**src/rtl/mps_pkg.sv**
```systemverilog
package mps_pkg;

    typedef enum logic [1:0] {
        MODE_RUN   = 2'd0,
        MODE_STBY  = 2'd1,
        MODE_SLEEP = 2'd2,
        MODE_OFF   = 2'd3
    } pmode_e;

    typedef struct packed {
        logic pwr;
        logic slp;
        logic stb;
    } plines_t;

    typedef enum logic [1:0] {
        ST_IDLE  = 2'd0,
        ST_APPLY = 2'd1,
        ST_ACK   = 2'd2
    } fsm_e;

    function automatic plines_t lines_for(input pmode_e m);
        plines_t l;
        unique case (m)
            MODE_RUN:   l = '{pwr: 1'b1, slp: 1'b0, stb: 1'b0};
            MODE_STBY:  l = '{pwr: 1'b1, slp: 1'b0, stb: 1'b1};
            MODE_SLEEP: l = '{pwr: 1'b1, slp: 1'b1, stb: 1'b0};
            default:    l = '{pwr: 1'b0, slp: 1'b0, stb: 1'b0};
        endcase
        return l;
    endfunction

endpackage

```
**src/rtl/mps_dly_timer.sv**
```systemverilog
module mps_dly_timer #(
    parameter int CYCLES = 16
) (
    input  logic clk,
    input  logic rst,
    input  logic reload,
    output logic done
);
    localparam int CW = $clog2(CYCLES + 1);
    localparam logic [CW-1:0] FULL = CW'(CYCLES);

    logic [CW-1:0] cnt;

    always_ff @(posedge clk) begin
        if (rst || reload) begin
            cnt <= FULL;
        end else if (cnt != '0) begin
            cnt <= cnt - 1'b1;
        end
    end

    assign done = (cnt == '0);
endmodule

```
**src/rtl/mps_mode_fsm.sv**
```systemverilog
module mps_mode_fsm
    import mps_pkg::*;
(
    input  logic       clk,
    input  logic       rst,
    input  logic       mode_req,
    input  logic [1:0] mode_sel,
    output logic       mode_ack,
    output plines_t    lines,
    output logic       main_reload,
    output logic       stby_reload,
    output logic       pwr_drop
);
    fsm_e    st, st_nxt;
    pmode_e  tgt;
    plines_t tgt_lines;

    assign tgt_lines = lines_for(tgt);

    always_comb begin
        st_nxt = st;
        unique case (st)
            ST_IDLE:  if (mode_req) st_nxt = ST_APPLY;
            ST_APPLY: st_nxt = ST_ACK;
            ST_ACK:   if (!mode_req) st_nxt = ST_IDLE;
            default:  st_nxt = ST_IDLE;
        endcase
    end

    always_ff @(posedge clk) begin
        if (rst) begin
            st    <= ST_IDLE;
            tgt   <= MODE_OFF;
            lines <= lines_for(MODE_OFF);
        end else begin
            st <= st_nxt;
            if (st == ST_IDLE && mode_req) tgt <= pmode_e'(mode_sel);
            if (st == ST_APPLY) lines <= tgt_lines;
        end
    end

    always_comb begin
        mode_ack    = (st == ST_ACK);
        main_reload = (st == ST_APPLY) &&
                      ((tgt_lines.pwr && !lines.pwr) || (!tgt_lines.slp && lines.slp));
        stby_reload = (st == ST_APPLY) && !tgt_lines.stb && lines.stb;
        pwr_drop    = (st == ST_APPLY) && !tgt_lines.pwr && lines.pwr;
    end
endmodule

```
**src/rtl/mps_access_gate.sv**
```systemverilog
module mps_access_gate #(
    parameter int DW = 16
) (
    input  logic          clk,
    input  logic          rst,
    input  logic          ready,
    input  logic          stb_line,
    input  logic          usr_rd,
    input  logic          usr_wr,
    input  logic [DW-1:0] ram_rdata,
    output logic          ram_en,
    output logic          ram_we,
    output logic          usr_busy,
    output logic [DW-1:0] usr_rdata
);
    logic rd_q;

    assign ram_en   = ready && (usr_rd || usr_wr);
    assign ram_we   = ready && usr_wr;
    assign usr_busy = !ready && (usr_rd || usr_wr);

    always_ff @(posedge clk) begin
        if (rst) begin
            rd_q      <= 1'b0;
            usr_rdata <= '0;
        end else begin
            rd_q <= ready && usr_rd && !usr_wr;
            if (stb_line) begin
                usr_rdata <= usr_rdata;
            end else if (!ready) begin
                usr_rdata <= '0;
            end else if (rd_q) begin
                usr_rdata <= ram_rdata;
            end
        end
    end
endmodule

```
**src/rtl/mem_pwr_seq.sv**
```systemverilog
module mem_pwr_seq
    import mps_pkg::*;
#(
    parameter int DW        = 16,
    parameter int TICK      = 100,
    parameter int MAIN_DLY  = 41800,
    parameter int STBY_DLY  = 1700
) (
    input  logic          clk,
    input  logic          rst,
    input  logic          mode_req,
    input  logic [1:0]    mode_sel,
    output logic          mode_ack,
    input  logic          usr_rd,
    input  logic          usr_wr,
    output logic          usr_busy,
    output logic [DW-1:0] usr_rdata,
    output logic          ram_en,
    output logic          ram_we,
    input  logic [DW-1:0] ram_rdata,
    output logic          ram_pwr,
    output logic          ram_sleep,
    output logic          ram_stby,
    output logic          mem_ready,
    output logic          contents_lost,
    input  logic          lost_ack
);
    localparam int MAIN_CYC = (MAIN_DLY + TICK - 1) / TICK;
    localparam int STBY_CYC = (STBY_DLY + TICK - 1) / TICK;

    plines_t lines;
    logic    main_reload, stby_reload, pwr_drop;
    logic    main_done, stby_done;

    mps_mode_fsm u_fsm (
        .clk         (clk),
        .rst         (rst),
        .mode_req    (mode_req),
        .mode_sel    (mode_sel),
        .mode_ack    (mode_ack),
        .lines       (lines),
        .main_reload (main_reload),
        .stby_reload (stby_reload),
        .pwr_drop    (pwr_drop)
    );

    mps_dly_timer #(.CYCLES(MAIN_CYC)) u_main_tmr (
        .clk    (clk),
        .rst    (rst),
        .reload (main_reload),
        .done   (main_done)
    );

    mps_dly_timer #(.CYCLES(STBY_CYC)) u_stby_tmr (
        .clk    (clk),
        .rst    (rst),
        .reload (stby_reload),
        .done   (stby_done)
    );

    assign ram_pwr   = lines.pwr;
    assign ram_sleep = lines.slp;
    assign ram_stby  = lines.stb;
    assign mem_ready = lines.pwr && !lines.slp && !lines.stb && main_done && stby_done;

    mps_access_gate #(.DW(DW)) u_gate (
        .clk       (clk),
        .rst       (rst),
        .ready     (mem_ready),
        .stb_line  (lines.stb),
        .usr_rd    (usr_rd),
        .usr_wr    (usr_wr),
        .ram_rdata (ram_rdata),
        .ram_en    (ram_en),
        .ram_we    (ram_we),
        .usr_busy  (usr_busy),
        .usr_rdata (usr_rdata)
    );

    always_ff @(posedge clk) begin
        if (rst) begin
            contents_lost <= 1'b1;
        end else if (pwr_drop) begin
            contents_lost <= 1'b1;
        end else if (lost_ack) begin
            contents_lost <= 1'b0;
        end
    end
endmodule

```
**config.mk**
```make
export PLATFORM = sky130hd
export DESIGN_NAME = mem_pwr_seq
export DESIGN_NICKNAME = d
export VERILOG_FILES = /design/src/rtl/mps_pkg.sv /design/src/rtl/mps_dly_timer.sv /design/src/rtl/mps_mode_fsm.sv /design/src/rtl/mps_access_gate.sv /design/src/rtl/mem_pwr_seq.sv
export SDC_FILE = /design/constraint.sdc
export NUM_CORES = 1
export LEC_CHECK = 0
export BUFFER_PORTS_ARGS = -buffer_cell sky130_fd_sc_hd__buf_2
export CORE_MARGIN = 8
export CORE_UTILIZATION = 45
export CTS_BUF_LIST = sky130_fd_sc_hd__clkbuf_16
export DETAILED_ROUTE_END_ITERATION = 7
export PLACE_DENSITY = 0.73
export RECOVER_POWER = 25
export SLEW_MARGIN = 25
export SYNTH_ARGS = -nofsm -noshare
export SYNTH_HDL_FRONTEND = slang
export SYNTH_SLANG_ARGS = --single-unit
```
**constraint.sdc**
```tcl
create_clock -name clk -period 2.1 [get_ports clk]
set_clock_uncertainty 0.1 [all_clocks]
set_input_delay 0.105 -clock clk [delete_from_list [all_inputs] [get_ports clk]]
set_output_delay 0.105 -clock clk [all_outputs]
set_load 0.005 [all_outputs]
```
======== Word level (Yosys, flattened, before mapping) ========
Index checks and enable logic that the tools add are counted.
word-level totals
  register bits ........................... 39
  input bits .............................. 24
  output and inout bits ................... 25
  word-level logic and storage cells ...... 64
cells by class
  add/subtract/negate cells ............... 2
  equality and inequality tests ........... 7
  multiplexer cells ....................... 6
  bitwise logic cells ..................... 1
  reduce and logical (&&, ||, !) cells .... 38
operator list
  cell                                                  number
  two-way mux 16 bit                                    2
  logical AND 1 bit                                     17
  zero test 9 bit                                       1
  case mux 3 bit (3 select lines)                       1
  nonzero test 9 bit                                    1
  subtractor 9 x 1 -> 9 bit (second input constant)     1
  zero test 1 bit                                       8
  inequality test 2 bit (second input constant)         3
  case mux 2 bit (3 select lines)                       1
  zero test 5 bit                                       1
  nonzero test 5 bit                                    1
  subtractor 5 x 1 -> 5 bit (second input constant)     1
  equality test 2 x 1 -> 1 bit (second input constant)  2
  equality test 2 bit (second input constant)           2
  zero test 2 bit                                       2
  logical OR 1 bit                                      4
  two-way mux 2 bit                                     2
  AND reduction 2 bit                                   2
  OR reduction 2 bit                                    1
  inverter 1 bit                                        1

======== Longest topological paths before layout ========
  word-level depth ........................ 7
  mapped depth ............................ 8
  gate-level depth less buffers ........... 6

======== Cells and area by module ========
Synthesis repeated with hierarchy kept, for this count alone.
second synthesis, totals
  cells, all modules ...................... 200
  area, all modules ....................... 1,783.0 um2
modules (own cells, without submodules)
  module                      instances  cells an instance  area each (um2)  seq. area each (um2)
  mps_access_gate             1          78                 720.7            340.3
  mps_dly_timer (u_main_tmr)  1          55                 467.9            180.2
  mps_mode_fsm                1          34                 304.0            140.1
  mps_dly_timer (u_stby_tmr)  1          27                 245.2            100.1
  mem_pwr_seq                 1          6                  45.0             20.0

======== Least setup slack after synthesis ========
No wires, ideal clock.
  path kind ............................... reg-to-reg
  start ................................... register u_stby_tmr.cnt[0]
  end ..................................... register u_gate.usr_rdata[0]
  library setup time ...................... 59 ps
  data arrival time ....................... 1,949 ps
  data required time ...................... 1,941 ps
  slack ................................... -7 ps
  stages on the path, launching flop included .. 9
  buffers on the path ..................... 2
  clock period less this slack ............ 2,107 ps
  path through ............................ dfxtp_1 > inv_1 > ha_1 > or4b_1 > nor4_4 > and3_1 > buf_6 > buf_12 > a22o_1
on the way
  cells in the longest elaborated chain, start to end .. 4
  elaborated cells between the ends (all ways) .. 5
  classes of those cells .................. 1 x eq/ne; 1 x mux; 3 x reduce/logical
ends and longest elaborated chain
  element                                 line                   source
  from (decl)                             mps_dly_timer.sv:12    logic [CW-1:0] cnt;
  from (signal assigned)                  mps_dly_timer.sv:18    cnt <= cnt - 1'b1;
  zero test 5 bit (*)                     mps_dly_timer.sv:22    assign done = (cnt == '0);
  logical AND 1 bit (*)                   mem_pwr_seq.sv:64      assign mem_ready = lines.pwr && !lines.slp && !lines.stb && main_done && stby_done;
  named net mem_ready                     mem_pwr_seq.sv:24      output logic mem_ready,
  inequality test 2 bit (no source line)  --
  AND reduction 2 bit (no source line)    --
  to (signal assigned)                    mps_access_gate.sv:29  usr_rdata <= usr_rdata;
  to (signal assigned)                    mps_access_gate.sv:33  usr_rdata <= ram_rdata;
  to (decl)                               mps_access_gate.sv:14  output logic [DW-1:0] usr_rdata
Mark *: on every way through the listed nets, which the timed path passes. The rest lies on a longest branch.
A chain may end at the register's enable or synchronous reset.

======== Worst setup path in the final report ========
  start ................................... register u_main_tmr.cnt[1]
  end ..................................... output ram_en
on the way
  cells in the longest elaborated chain, start to end .. 4
ends and longest elaborated chain
  element                          line                   source
  from (decl)                      mps_dly_timer.sv:12
  from (signal assigned)           mps_dly_timer.sv:18
  zero test 9 bit                  mps_dly_timer.sv:22
  logical AND 1 bit (2 in series)  mem_pwr_seq.sv:64
  logical AND 1 bit                mps_access_gate.sv:18  assign ram_en = ready && (usr_rd || usr_wr);
  to (decl)                        mem_pwr_seq.sv:18      output logic ram_en,
Every way passes these cells.

==> flow_summary.yaml <==
status:
  violations: "setup timing"
  status: "finished, violations left"
placement:
  dp_slack_ns: 0.01254
  gp_congestion: 0.8511
  placed_cells: 258
  io_buffer_count: 48
  dp_hpwl_mm: 2.949
  placed_cell_area_um2: 1923
clock_network:
  clock-sinks: 39
  cts_buffers: 5
  path_clk_slew_ns: 0.06
  htree_levels: 2
  clock_path_buffers: 2
  cts_tree: "done"
  root_buffer: "clkbuf_16"
  clkLatencyLatePin_ns: 0.28
worst_setup_path:
  start_kind: "register"
  path_cells: "inv_2, ha_4, or4b_4, nor4_4, buf_4, nor2b_4, buf_2"
  cp_slowest_cell: "or4b_4"
  path_class: "register to output pin"
  required_ns: 1.89
  crit_path_end_kind: "output pin"
  slowest_delay_ns: 0.48
  cp.arrival_ns: 2.02
  crit_path_max_fanout: 5
logic_synthesis:
  synth_warnings: 0
  yosysMostFrequentCell: "dfxtp_1"
  synth-edff-count: 0
  netlist_instances: 160
  syn-num-nets: 187
  dominantRegCellSynth: "dfxtp_1"
  ys_top_cells_by_count: "39 x dfxtp_1, 15 x a22o_1, 15 x nor2_1"
  synthDistinctLibCells: 42
  synth_top_area_frac: 0.4879
  synth_area_per_cell_um2: 10.00
  async_flop_share: 0
  syn-cell-area_um2: 1600
  synthTopCellsByArea: "dfxtp_1 49%, a22o_1 8.2%, nor2_1 3.5%, ha_1 2.3%, a21oi_1 2.2%"
  yosys_register_bits: 39
  synth_largest_area_cell: "dfxtp_1"
  seq_area_frac_synth: 0.4879
global_route:
  grt_max_degree: 16
  gr-total-overflow: 0
  grt_pass1_vias: 1549
  grt_pass1_wl_mm: 7.072
  antenna_found_initial: 0
  grt_use_total: 0.1643
detailed_routing:
  ant_nets: 0
  finalWirelength_mm: 4.664
  wl_per_cell_um: 15.92
  num_vias: 1549
  drc: 0
  drtIter0Drc: 110
  dr.pass1.iters: 4
  avgViaCountPerCell: 5.287
layout:
  area_growth_syn_to_layout_pct: 49.41
  final_cells: 293
  antenna_cells: 0
  layout.nets: 273
  final_cell_area_um2: 2391
  drive_gt1_frac: 0.3563
die:
  initial_core_util: 0.4721
  die-width_um: 75.64
  die_area_um2: 5721
  pin_count: 49
  core_um2: 3390
  die_y_um: 75.64
  rows: 21
power:
  power.total_uw: 1960
  ir_drop_mv: 0.6038
  p_leak_uw: 0.001048
  powerDensity_nw_per_um2: 819.6
timing:
  fmax_ghz: 0.4499
  worst_slack_ns: -0.1226
  whs_ns: 0.01088
  slew_headroom: 0.6371
  finalHoldViolations: 0
  rsz0062_at_grt: "yes"
  maxSlewViolCount: 0
  tightestPinTransition_ns: 0.5394
  fin_crit_ns: 2.223
  period_share: 1.058
  setup_viol: 3
hold_path:
  min-delay-path-class: "input pin to register"
flow_run:
  cap_violations: 0
==> worst max-delay path: cells and delay by family, from the launching register on <==
kind | cells | cell delay [ns]
fa+ha+maj | 1 | 0.14
buf+inv | 3 | 0.36
flops | 1 | 0.33
simple gates | 3 | 0.91
==> report_power, final <==
part	switching, uW	total (uW)	internal, uW
clock	283	837	553
combinational	124	282	158
sequential	52.3	841	789
==> cell families after synthesis <==
kind of cell,Yosys count,share of synthesized area
adders and majority gates,3,0.02346
and+or+nand+nor,61,0.2291
muxes,3,0.01955
AOI/OAI and AO/OA,38,0.1751
DFF,39,0.4879
xor gates and xnor gates,4,0.02189
buffers and inverters,12,0.04300
==> repair_timing <==
action | CTS | global route
endpoints found under the hold margin | 20 | 0
pin swaps | 3 | 2
setup endpoints to repair | 5 | 19
hold buffers | 20 | 0
buffers inserted | 6 | 2
resized for setup | 10 | 10
==> cells in the final DEF (no fill, tap or decap), drive strengths merged, types with 3 or more instances in the layout <==
cell type    netlist  layout
a21oi              7       7
a22o              15      15
and2               3       3
buf                2      57
clkbuf             3      12
dfxtp             39      39
dlygate4sd3        0      20
ha                 3       3
inv                7       7
nand2              7       7
nand2b             3       3
nand3              4       4
nor2              15      15
nor2b              5       5
nor3               3       3
nor3b              3       3
nor4               3       3
o21ai              5       5
or3b               3       3
xnor2              4       4
==> area by class of cell <==
cell class / count / area (um^2)
clock inverter: 3 / 38.79
sequential: 39 / 785.8
clock buffer: 5 / 125.1
timing repair buffer: 84 / 559.3
tap: 46 / 57.56
inverter: 7 / 26.28
multi-input combinational: 109 / 798.3
fill: 246 / 998.5
==> worst paths after layout <==
check,end,slack (ns),start,depth (start not counted)
worst max register to register,u_gate.usr_rdata[1],0.02,u_main_tmr.cnt[1],8
worst min-delay path,contents_lost,0.01,lost_ack,3
worst min register to register,u_gate.usr_rdata[7],0.38,u_gate.usr_rdata[7],1
worst max-delay path,ram_en,-0.12,u_main_tmr.cnt[1],7
==> registers in the layout, summed over array words and instances (netlist names) <==
name              count
u_fsm.tgt             2
u_fsm.st              2
u_stby_tmr.cnt        5
u_fsm.lines           3
u_gate.rd_q           1
contents_lost         1
u_main_tmr.cnt        9
u_gate.usr_rdata     16
==> per-stage QoR <==
step             util  TNS [ns]
3_3_place_gp   0.5674         0
4_1_cts        0.6962   -0.2364
6_report       0.7054   -0.2830
5_1_grt        0.7054   -0.9124
2_1_floorplan       -         0
3_5_place_dp   0.5674         0
==> per-layer routing <==
layer | global-route usage | routed length (um) | vias up
li1 | - | - | 754
met1 | 0.1766 | 1828 | 732
met2 | 0.2867 | 2449 | 49
met3 | 0.05526 | 286 | 14
met4 | 0.07036 | 99 | 0
met5 | 0 | 0 | -
No activity file was read; power rests on OpenSTA's default activity.
